--- config.mk ---
export PLATFORM = sky130hd
export DESIGN_NAME = hwmon_irq_status
export DESIGN_NICKNAME = d
export VERILOG_FILES = /design/src/rtl/hwmon_irq_status.sv
export SDC_FILE = /design/constraint.sdc
export NUM_CORES = 1
export LEC_CHECK = 0
export ABC_CLOCK_PERIOD_IN_PS = 2300
export BUFFER_PORTS_ARGS = -buffer_cell sky130_fd_sc_hd__buf_2
export CAP_MARGIN = 10
export CELL_PAD_IN_SITES_DETAIL_PLACEMENT = 0
export CELL_PAD_IN_SITES_GLOBAL_PLACEMENT = 1
export CORE_MARGIN = 8
export CORE_UTILIZATION = 40
export DETAILED_ROUTE_END_ITERATION = 6
export PLACE_DENSITY_LB_ADDON = 0.1
export RECOVER_POWER = 25
export SYNTH_ARGS = -nofsm -noshare
export SYNTH_HDL_FRONTEND = slang
export SYNTH_SLANG_ARGS = --single-unit
--- constraint.sdc ---
create_clock -name clk -period 2.3 [get_ports clk]
set_input_delay 0.345 -clock clk [delete_from_list [all_inputs] [get_ports clk]]
set_output_delay 0.345 -clock clk [all_outputs]
set_load 0.02 [all_outputs]
--- src/rtl/hwmon_irq_status.sv ---
module hwmon_irq_status #(
  parameter int W = 8,
  parameter int NREG = 2,
  parameter logic [7:0] PRI_BASE = 8'h41,
  parameter logic [7:0] SEC_BASE = 8'hA5,
  parameter logic [7:0] ENA_BASE = 8'h50,
  localparam int N = W * NREG
) (
  input  logic         clk,
  input  logic         rst_n,
  input  logic         init,
  input  logic [7:0]   addr,
  input  logic         wr_en,
  input  logic [W-1:0] wdata,
  output logic [W-1:0] rdata,
  input  logic [N-1:0] evt_active,
  input  logic [N-1:0] evt_hit,
  output logic         irq_n
);

  logic [N-1:0] pri_q, sec_q, ena_q;
  logic [N-1:0] pri_d, sec_d, ena_d;
  logic [N-1:0] qual_hit;
  logic         pri_wr_any;

  assign qual_hit = evt_hit & ena_q;

  always_comb begin
    pri_d = pri_q;
    sec_d = sec_q;
    ena_d = ena_q;
    pri_wr_any = 1'b0;
    rdata = '0;
    for (int r = 0; r < NREG; r++) begin
      if (addr == PRI_BASE + 8'(r)) begin
        rdata = pri_q[r*W +: W];
        if (wr_en) begin
          pri_wr_any = 1'b1;
          pri_d[r*W +: W] = pri_q[r*W +: W] & ~(wdata & ~evt_active[r*W +: W]);
        end
      end
      if (addr == SEC_BASE + 8'(r)) begin
        rdata = sec_q[r*W +: W];
        if (wr_en)
          sec_d[r*W +: W] = sec_q[r*W +: W] & ~(wdata & ~evt_active[r*W +: W]);
      end
      if (addr == ENA_BASE + 8'(r)) begin
        rdata = ena_q[r*W +: W];
        if (wr_en) ena_d[r*W +: W] = wdata;
      end
    end
    pri_d = pri_d | qual_hit;
    sec_d = sec_d | qual_hit;
  end

  always_ff @(posedge clk or negedge rst_n) begin
    if (!rst_n) begin
      pri_q <= '0;
      sec_q <= '0;
      ena_q <= '0;
    end else begin
      ena_q <= ena_d;
      if (init) begin
        pri_q <= '0;
        sec_q <= '0;
      end else begin
        pri_q <= pri_d;
        sec_q <= sec_d;
      end
    end
  end

  assign irq_n = ~|pri_q;


  set_wins_chk: assert property (@(posedge clk) disable iff (!rst_n)
    !init |=> ((pri_q & sec_q & $past(qual_hit)) == $past(qual_hit)));


  gated_set_chk: assert property (@(posedge clk) disable iff (!rst_n)
    1'b1 |=> (((pri_q & ~$past(pri_q)) & ~$past(evt_hit & ena_q)) == '0));


  active_hold_chk: assert property (@(posedge clk) disable iff (!rst_n)
    !init |=> ((($past(pri_q) & $past(evt_active)) & ~pri_q) == '0));


  sticky_chk: assert property (@(posedge clk) disable iff (!rst_n)
    (!init && !pri_wr_any) |=> (($past(pri_q) & ~pri_q) == '0));

endmodule

-- Word-level counts from Yosys, hierarchy flattened
Index checks and enable logic that the tools add are counted.
- word-level logic and storage cells: 43
- output and inout port bits: 9
- latch bits: 0
- flip-flop bits (word level): 48
- ROM bits: 0
- bits of input ports: 52
- memories: 0
- RAM bits: 0
- muxes and demuxes: 16
- reduce and logical (&&, ||, !) cells: 4
- multipliers: 0
- equal/unequal tests: 6
- div/mod/pow operators: 0
- bitwise logic cells: 13
- shifts and indexed selects: 0
- $lt $le $gt $ge: 0
- add/sub/neg operators: 0
- operator list (operator ; number):
    8-bit 2-to-1 mux ; 14
    8-bit AND ; 6
    8-bit by 7-bit == test with 1-bit output (second input constant) ; 4
    16-bit 2-to-1 mux ; 2
    8-bit inverter ; 4
    16-bit OR ; 2
    16-bit AND ; 1
    8-bit == test (second input constant) ; 2
    16-bit OR reduction ; 1
    2-bit AND reduction ; 2
    1-bit zero test ; 1

-- Logic depth before layout (Yosys ltp)
Gate-level depths: netlist of run 1.
- depth after elaboration: 8
- mapped depth: 6

-- Worst setup path before layout of run 1
No wires, ideal clock.
- kind: input to output
- start: input addr[3]
- end: output rdata[6]
- path slack: 0.062 ns
- path buffers: 1
- data arrival time: 1.893 ns
- cell stages on the path: 6
- data required time: 1.955 ns
- path through: or3b_4 > nor4b_4 > nand2b_1 > clkbuf_2 > o21bai_1 > a211oi_2
- word-level cells in the longest chain between the ends: 7
- RTL lines (what ; line ; source):
    from (decl) ; 12 ; input logic [7:0] addr,
    8-bit by 7-bit == test with 1-bit output ; 35 ; if (addr == PRI_BASE + 8'(r)) begin
    8-bit 2-to-1 mux ; 35 ;
    8-bit 2-to-1 mux ; 42 ; if (addr == SEC_BASE + 8'(r)) begin
    8-bit 2-to-1 mux ; 47 ; if (addr == ENA_BASE + 8'(r)) begin
    8-bit 2-to-1 mux ; 35 ;
    8-bit 2-to-1 mux ; 42 ;
    8-bit 2-to-1 mux * ; 47 ;
    to (decl) ; 15 ; output logic [W-1:0] rdata,
Mark *: on every way between the ends. The rest lies on a longest branch, timed or not.

-- Final worst setup path of run 1
- start: input addr[2]
- end: output rdata[1]
Same word-level chain as after synthesis.

==> qor.yml, run 1 <==
status:
  status: "finished clean"
clocking:
  path_clk_slew_ps: 90
  cts.sinks: 48
  hold_buffers: 0
  insertion_delay_ps: 300
  clock-root-buffer: "clkbuf_8"
  numCtsBuffers: 5
  cts_tree: "done"
  cts_max_path_buffers: 2
  htreeDepth: 2
worst_setup_path:
  worstRegToRegCells: 1
  start_kind: "input port"
  cp.arrival_ps: 1950
  crit_chain: "buf_6 > or3b_4 > nor4b_4 > buf_4 > nand2_8 > or3_1 > o211a_1 > buf_2"
  crit_path_max_fanout: 7
  crit_type: "in -> out"
  r2r-start: "ena_q[14]$_DFFE_PN0P_"
  cp-end-kind: "output pin"
  worst_path_largest_cell_delay_ps: 420
  timing.rr.end: "ena_q[14]$_DFFE_PN0P_"
  crit_slowest_cell: "or3b_4"
  r2r_slack_ps: 1500
  required_ps: 1960
synthesis:
  synth-xor-area-share_pct: 0
  avgSynthCellArea_um2: 9.822
  synth_ff_type: "dfrtp_1"
  ys_seq_area_share_pct: 47.04
  synth_mux_area_share_pct: 7.055
  synthArstFlopShare_pct: 100.0
  synth-seq-cells: 48
  syn_area_um2: 2554
  yosys.area_share.simple_pct: 20.82
  synth-edff-count: 0
  synth_cell_types: 31
  ys_warn_count: 0
  syn_nets: 312
  synth_top_family_by_area: "compound AO/OA/AOI/OAI gates"
  synthAdderAreaFrac_pct: 0
  synth_compound_area_share_pct: 22.54
  syn_inst: 260
global_routing:
  grt_pass1_wl_um: 12610
  grt_pass1_vias: 2368
  grt_max_degree: 33
  track_usage_pct: 18.18
  antenna_found_initial: 0
  grt-ovfl-total: 0
sta:
  fin_skew_ps: 6.259
  tns_ps: 0
  relSlewSlack_pct: 11.47
  worst_pin_slew_ps: 1328
  period_share_pct: 99.94
  slew_viol_final: 0
  finalHoldViolations: 0
  rsz0062_at_grt: "yes"
  setup_viol: 0
  min_period_ps: 2299
  max_freq_mhz: 435.1
placement:
  dp_cells: 402
  place.gp.congestion: 0.7645
  portBuffers: 60
  dp_hpwl_um: 5813
drt:
  drt_first_pass_iters: 4
  drt_wl_total_um: 8067
  avgViaCountPerCell: 5.675
  drtAntennaViolNets: 0
  drt_iter0_markers: 162
  routedWlPerCell_um: 19.58
  vias: 2338
  drt_drc_violations_left: 0
min_path:
  hold_depth: 3
  whs_endpoint: "pri_q[14]$_DFF_PN0_"
  min-delay-start: "evt_hit[14]"
  hp-class: "in -> reg"
layout:
  drive_gt1_share_pct: 33.73
  syn_to_final_growth_pct: 25.18
  antennaDiodeCount: 0
  fillers: 640
  final_util_pct: 50.93
  stdcell_count: 412
  fin_nets: 386
flow_run:
  drv_cap: 0
floorplan:
  dieArea_um2: 9197
  ios: 61
  die_x_um: 95.90
  num_rows: 29
  start_util_pct: 40.68
  fp.dieH_um: 95.90
  core_um2: 6277
power_and_ir_drop:
  max-vdd-ir-drop_mv: 0.3139
  p_leak_nw: 1.438
  p_per_area_nw_per_um2: 509.9
-- layout by cell type, fill, tap and decap left out, types with 7 or more instances in the layout --
master and n:
buf_4 20, nand2_1 20, a22oi_1 8, nand3b_1 22, mux2_2 16, o21ai_0 32
buf_2 52, dfrtp_1 48, buf_6 7, a21oi_1 40, nor2_1 13
-- repair_timing --
action / in CTS / in global routing
resized for setup: 7 / 10
buffers inserted: 0 / 2
endpoints found under the setup margin: 8 / 8
pin swaps: 4 / 1
-- how the worst max path moves through the flow --
stage            start  endpoint  slack, ps  cells after the start
3_3_place_gp   addr[3]  rdata[7]       -120                      9
4_1_cts        addr[2]  rdata[5]        -30                      8
6_report       addr[2]  rdata[1]          1                      8
2_1_floorplan  addr[3]  rdata[6]         60                      6
5_1_grt        addr[2]  rdata[1]        -60                      8
3_5_place_dp   addr[3]  rdata[7]       -130                      9
-- cell type report --
| type | instances | area [um^2] | area share [%] |
|---|---|---|---|
| well taps | 77 | 96.34 | 3.014 |
| multi-input cells | 198 | 1311 | 41.02 |
| flip-flops and latches | 48 | 1201 | 37.57 |
| repair buffers | 81 | 498.0 | 15.58 |
| clock buffers | 8 | 90.09 | 2.818 |
-- cell families after synthesis --
logic type	Yosys count
AOI/OAI and AO/OA	98
buffers and inverters	14
DFF	48
muxes	16
and+or+nand+nor	84
-- Yosys cell counts, types with 4 or more instances --
| cell | number | area, um^2 |
|---|---|---|
| a22oi_1 | 8 | 60.06 |
| a21oi_1 | 40 | 200.2 |
| clkbuf_1 | 8 | 30.03 |
| nor2_1 | 13 | 48.80 |
| o21ai_0 | 32 | 160.2 |
| dfrtp_1 | 48 | 1201 |
| o211a_1 | 6 | 60.06 |
| o22ai_1 | 6 | 37.54 |
| nand2_1 | 20 | 75.07 |
| nor4_1 | 4 | 25.02 |
| mux2_2 | 16 | 180.2 |
| or3_1 | 6 | 37.54 |
| nand3b_1 | 22 | 165.2 |
-- through the flow --
| step | area, um^2 | hold WS, ps | setup WS, ps | total power [mW] |
|---|---|---|---|---|
| final | 3197 | 300.9 | 1.473 | 1.630 |
| after global routing | 3197 | 291.8 | -63.28 | 1.720 |
| after CTS | 3163 | 47.98 | -26.54 | 1.651 |
| after detailed placement | 3040 | 382.3 | -134.4 | 1.117 |
| after global placement | 3040 | 381.0 | -121.2 | 1.114 |
| after floorplan | 2554 | 49.41 | 62.18 | 1.001 |
-- routing by layer --
layer  share of wire (%)  vias to the layer above  track usage (%)
li1                    -                     1116                -
met1                  43                     1130            24.44
met2                  48                       83            28.86
met3                 7.9                        9            4.290
met4                0.93                        0            4.353
met5                   0                        -                0
-- power by group --
part           total (mW)  switching (mW)  internal [mW]
combinational       0.205           0.118         0.0865
sequential          0.893          0.0209          0.873
clock               0.532           0.286          0.246
-- state kept, by name, indices dropped and copies added (netlist names) --
name and cells:
ena_q 16, pri_q 16, sec_q 16
-- critical path: cells and delay by family --
kind / cells / cell delay [ps]
AOI/OAI and AO/OA: 1 / 130
buffers and inverters: 3 / 420
and+or+nand+nor: 4 / 1060
Power figures use the tool's default switching activity.
==> inputs of run 2 (changes only) <==
--- a/config.mk
+++ b/config.mk
@@ -10,7 +10,6 @@
 export CAP_MARGIN = 10
 export CELL_PAD_IN_SITES_DETAIL_PLACEMENT = 0
 export CELL_PAD_IN_SITES_GLOBAL_PLACEMENT = 1
-export CORE_MARGIN = 8
 export CORE_UTILIZATION = 40
 export DETAILED_ROUTE_END_ITERATION = 6
 export PLACE_DENSITY_LB_ADDON = 0.1
==> qor.yml, run 2 (synthesis gave the netlist of run 1 again) <==
status:
  status: "finished, violations left"
  violations: "setup timing"
placement:
  dp_cells: 404
  dp_slack_ps: -126.9
  portBuffers: 60
  place.gp.congestion: 0.7880
  dp_hpwl_um: 5545
  place_area_um2: 3080
min_path:
  hp-class: "in -> reg"
clocking:
  cts.sinks: 48
  path_clk_slew_ps: 90
  clock-root-buffer: "clkbuf_8"
  insertion_delay_ps: 300
  cts_max_path_buffers: 2
  htreeDepth: 2
  numCtsBuffers: 5
  cts_tree: "done"
worst_setup_path:
  start_kind: "input port"
  cp-end-kind: "output pin"
  worst_path_largest_cell_delay_ps: 410
  crit_chain: "buf_6 > or3b_4 > buf_6 > nor4_4 > buf_6 > a22oi_2 > o22a_1 > a211oi_2 > buf_4"
  crit_slowest_cell: "or3b_4"
  critPathTopFamily: "buffers and inverters"
  crit_path_frequent_cell: "buf_6"
  required_ps: 1960
  crit_buf_inv: 4
  crit_type: "in -> out"
  crit_path_max_fanout: 6
  cp.arrival_ps: 1960
drt:
  drtAntennaViolNets: 0
  avgViaCountPerCell: 5.777
  drt_iter0_markers: 126
  drt_first_pass_iters: 4
  drt_wl_total_um: 7663
  vias: 2386
  routedWlPerCell_um: 18.55
  drt_drc_violations_left: 0
floorplan:
  fp.dieH_um: 81.90
  dieArea_um2: 6708
  num_rows: 28
  core_um2: 6026
  die_x_um: 81.90
  start_util_pct: 42.38
  ios: 61
global_routing:
  grt_pass1_vias: 2334
  grt_pass1_wl_um: 12170
  track_usage_pct: 25.16
  grt_max_degree: 33
  grt-ovfl-total: 0
  antenna_found_initial: 0
sta:
  relSlewSlack_pct: 2.974
  fin_skew_ps: 9.390
  min_period_ps: 2305
  period_share_pct: 100.2
  setup_viol: 1
  slew_viol_final: 0
  finalHoldViolations: 0
  worst_pin_slew_ps: 1455
  rsz0062_at_grt: "yes"
  holdWs_ps: 298.5
  worst_slack_ps: -5.258
  max_freq_mhz: 433.8
  tns_ps: -5.258
layout:
  final_cell_mix: "buf_2 (50), dfrtp_1 (48), a21oi_1 (39)"
  syn_to_final_growth_pct: 27.93
  layout_commonest_cell: "buf_2"
  fin_nets: 389
  final_util_pct: 54.22
  fin_area_um2: 3267
  antennaDiodeCount: 0
  stdcell_count: 413
  reg.largest.list: "ena_q x16, pri_q x16, sec_q x16"
  drive_gt1_share_pct: 35.21
power_and_ir_drop:
  finalPower_mw: 1.639
  p_leak_nw: 1.455
  max-vdd-ir-drop_mv: 0.3268
  p_per_area_nw_per_um2: 501.6
flow_run:
  drv_cap: 0
run 2: cell types whose count changed in the layout (fill, tap and decap cells not counted), moves of 2 or more:
cell / before / now
buf_2: 52 / 50
buf_12: 0 / 2
a22oi_2: 0 / 2
buf_4: 20 / 23
a22oi_1: 8 / 6
nor3_1: 0 / 2
nor3_2: 2 / 0
run 2: path summary, 6_finish.rpt:
path / startpoint / to / slack [ps] / cells after the start
max: addr[2] / rdata[6] / -5 / 9
min in group asynchronous: rst_n / ena_q[5]$_DFFE_PN0P_ / 370 / 1
max in group asynchronous: rst_n / pri_q[6]$_DFF_PN0_ / 1070 / 1
min: evt_hit[13] / sec_q[13]$_DFF_PN0_ / 300 / 3
max reg2reg: ena_q[12]$_DFFE_PN0P_ / ena_q[12]$_DFFE_PN0P_ / 1500 / 1
min reg2reg: ena_q[11]$_DFFE_PN0P_ / ena_q[11]$_DFFE_PN0P_ / 540 / 1
run 2: worst min-delay path, stage by stage:
cell and delay [ps]:
buf_2 90, nand2_1 70, a21oi_1 60
run 2: what timing repair did:
item	4_1_cts	5_1_grt
gates resized for setup	14	8
hold endpoints to repair	0	0
endpoints found under the setup margin	8	8
cloned	0	0
hold buffers	0	0
pin swaps	10	8
setup buffers	0	1
run 2: cell type report:
class	instances	area [um^2]
Fill cell	574	2759
Multi-Input combinational cell	198	1321
Sequential cell	48	1201
Timing Repair Buffer	84	556.8
Tap cell	75	93.84
Clock buffer	7	86.33
Clock inverter	1	7.507
run 2: metal layers:
metal,routed length [um],vias to the layer above,global-route usage (%)
li1,-,1118,-
met1,3528,1199,35.09
met2,3720,61,40.66
met3,327,8,3.778
met4,87,0,6.491
met5,0,-,0
run 2: report_power, final:
| group | internal (mW) | switching [mW] |
|---|---|---|
| clock network | 0.245 | 0.286 |
| logic | 0.0934 | 0.120 |
| registers | 0.873 | 0.0218 |
| total | 1.21 | 0.428 |
==> inputs of run 3 (changes only) <==
--- a/config.mk
+++ b/config.mk
@@ -8,11 +8,9 @@
 export ABC_CLOCK_PERIOD_IN_PS = 2300
 export BUFFER_PORTS_ARGS = -buffer_cell sky130_fd_sc_hd__buf_2
 export CAP_MARGIN = 10
-export CELL_PAD_IN_SITES_DETAIL_PLACEMENT = 0
-export CELL_PAD_IN_SITES_GLOBAL_PLACEMENT = 1
-export CORE_UTILIZATION = 40
+export CORE_UTILIZATION = 53
 export DETAILED_ROUTE_END_ITERATION = 6
-export PLACE_DENSITY_LB_ADDON = 0.1
+export PLACE_DENSITY = 0.79
 export RECOVER_POWER = 25
 export SYNTH_ARGS = -nofsm -noshare
 export SYNTH_HDL_FRONTEND = slang
==> qor.yml, run 3 (synthesis gave the netlist of run 1 again) <==
placement:
  dp_hpwl_um: 4776
  dp_slack_ps: -149.3
  dp_cells: 371
  place.gp.congestion: 0.8214
  portBuffers: 60
layout:
  fillers: 373
  syn_to_final_growth_pct: 22.44
  layout_commonest_cell: "buf_2"
  antennaDiodeCount: 0
  fin_nets: 380
  stdcell_count: 381
  reg.largest.list: "ena_q x16, pri_q x16, sec_q x16"
  final_cell_mix: "buf_2 (54), dfrtp_1 (48), a21oi_1 (40)"
  multiInputGateArea_um2: 1316
  seq_area_um2: 1201
  drive_gt1_share_pct: 33.74
clocking:
  numCtsBuffers: 5
  htreeDepth: 2
  cts_tree: "done"
  cts.sinks: 48
  hold_buffers: 0
  insertion_delay_ps: 300
  clock-root-buffer: "clkbuf_8"
  cts_max_path_buffers: 2
  path_clk_slew_ps: 90
floorplan:
  dieArea_um2: 5100
  start_util_pct: 56.69
  num_rows: 24
  ios: 61
  fp.dieH_um: 71.42
  die_x_um: 71.42
  core_um2: 4504
drt:
  vias: 2362
  avgViaCountPerCell: 6.199
  drt_iter0_markers: 269
  drt_wl_total_um: 7025
  drtAntennaViolNets: 0
  drt_first_pass_iters: 5
  drt_drc_violations_left: 0
  routedWlPerCell_um: 18.44
worst_setup_path:
  cp-end-kind: "output pin"
  cp.arrival_ps: 2050
  crit_type: "in -> out"
  crit_path_max_fanout: 8
  required_ps: 1960
  start_kind: "input port"
power_and_ir_drop:
  internal_power_mw: 1.198
  p_sw_share_pct: 25.37
  combinationalPowerShare_pct: 12.5
  seq_power_share_pct: 55.7
  p_clk_share_pct: 31.8
  p_sw_uw: 407.2
  p_leak_nw: 1.420
  finalPower_mw: 1.605
  max-vdd-ir-drop_mv: 0.5159
  p_per_area_nw_per_um2: 513.4
sta:
  slew_viol_final: 0
  finalHoldViolations: 0
  holdWs_ps: 306.9
  min_period_ps: 2392
  fin_skew_ps: 5.683
  rsz0062_at_grt: "yes"
  max_freq_mhz: 418.1
  worst_pin_slew_ps: 1206
  period_share_pct: 104.0
  setup_viol: 6
  worst_slack_ps: -91.56
  relSlewSlack_pct: 19.61
global_routing:
  met2_usage_pct: 49.31
  use_met3_pct: 3.938
  antenna_found_initial: 0
  grt_pass1_wl_um: 11090
  grt-ovfl-total: 0
  track_usage_pct: 29.08
  grt_max_degree: 49
  busiest_layer: "met2"
  grt_pass1_vias: 2322
  grt_use_met1_pct: 38.37
flow_run:
  drv_cap: 0
status:
  status: "finished, violations left"
  violations: "setup timing"
min_path:
  hp-class: "in -> reg"
## run 3: metal layers
metal  vias up  part of all wire, %
li1       1103                    -
met1      1158                   41
met2        90                   51
met3        11                  5.9
met4         0                  1.5
met5         -                    0
## run 3: layout make-up
cell class,instances,area share [%]
Clock buffer,6,2.641
Multi-Input combinational cell,198,42.10
Clock inverter,2,0.3201
Tap cell,52,2.081
Sequential cell,48,38.42
Timing Repair Buffer,75,14.45
## run 3: worst max-delay path: stages
cell	delay [ps]
buf_6	90
or3b_4	420
nor4b_4	250
buf_4	190
nand2_8	80
or3_4	390
o211a_1	150
buf_6	130
## run 3: worst paths after layout
| kind | cells after the start | from | slack (ps) | endpoint |
|---|---|---|---|---|
| worst max-delay path | 8 | addr[3] | -90 | rdata[1] |
| worst min-delay path | 3 | evt_hit[14] | 310 | sec_q[14]$_DFF_PN0_ |
| worst max register to register | 1 | ena_q[1]$_DFFE_PN0P_ | 1510 | ena_q[1]$_DFFE_PN0P_ |
| worst min register to register | 1 | ena_q[8]$_DFFE_PN0P_ | 540 | ena_q[8]$_DFFE_PN0P_ |
| max in group asynchronous | 2 | rst_n | 1200 | pri_q[12]$_DFF_PN0_ |
| min in group asynchronous | 2 | rst_n | 370 | pri_q[13]$_DFF_PN0_ |
## run 3: metrics by stage
step	cell area, um^2	setup TNS (ps)	utilization, %
floorplan	2554	0	-
global placement	2952	-601.1	65.53
detailed placement	2952	-850.9	65.53
CTS	3087	-132.6	68.53
global route	3127	-525.3	69.42
finish	3127	-233.3	69.42
## run 3: timing repair
| action | 4_1_cts | 5_1_grt |
|---|---|---|
| setup buffers | 1 | 1 |
| hold endpoints to repair | 0 | 0 |
| endpoints found under the setup margin | 8 | 8 |
| pin swaps | 2 | 1 |
| gates resized for setup | 8 | 9 |
## run 3: power groups by stage
stage / Clock, mW / Combinational, mW / Sequential [mW]
CTS: 0.521 / 0.200 / 0.893
floorplan: 0 / 0.0987 / 0.903
global route: 0.546 / 0.221 / 0.897
finish: 0.510 / 0.201 / 0.894
global placement: 0 / 0.191 / 0.909
detailed placement: 0 / 0.196 / 0.910
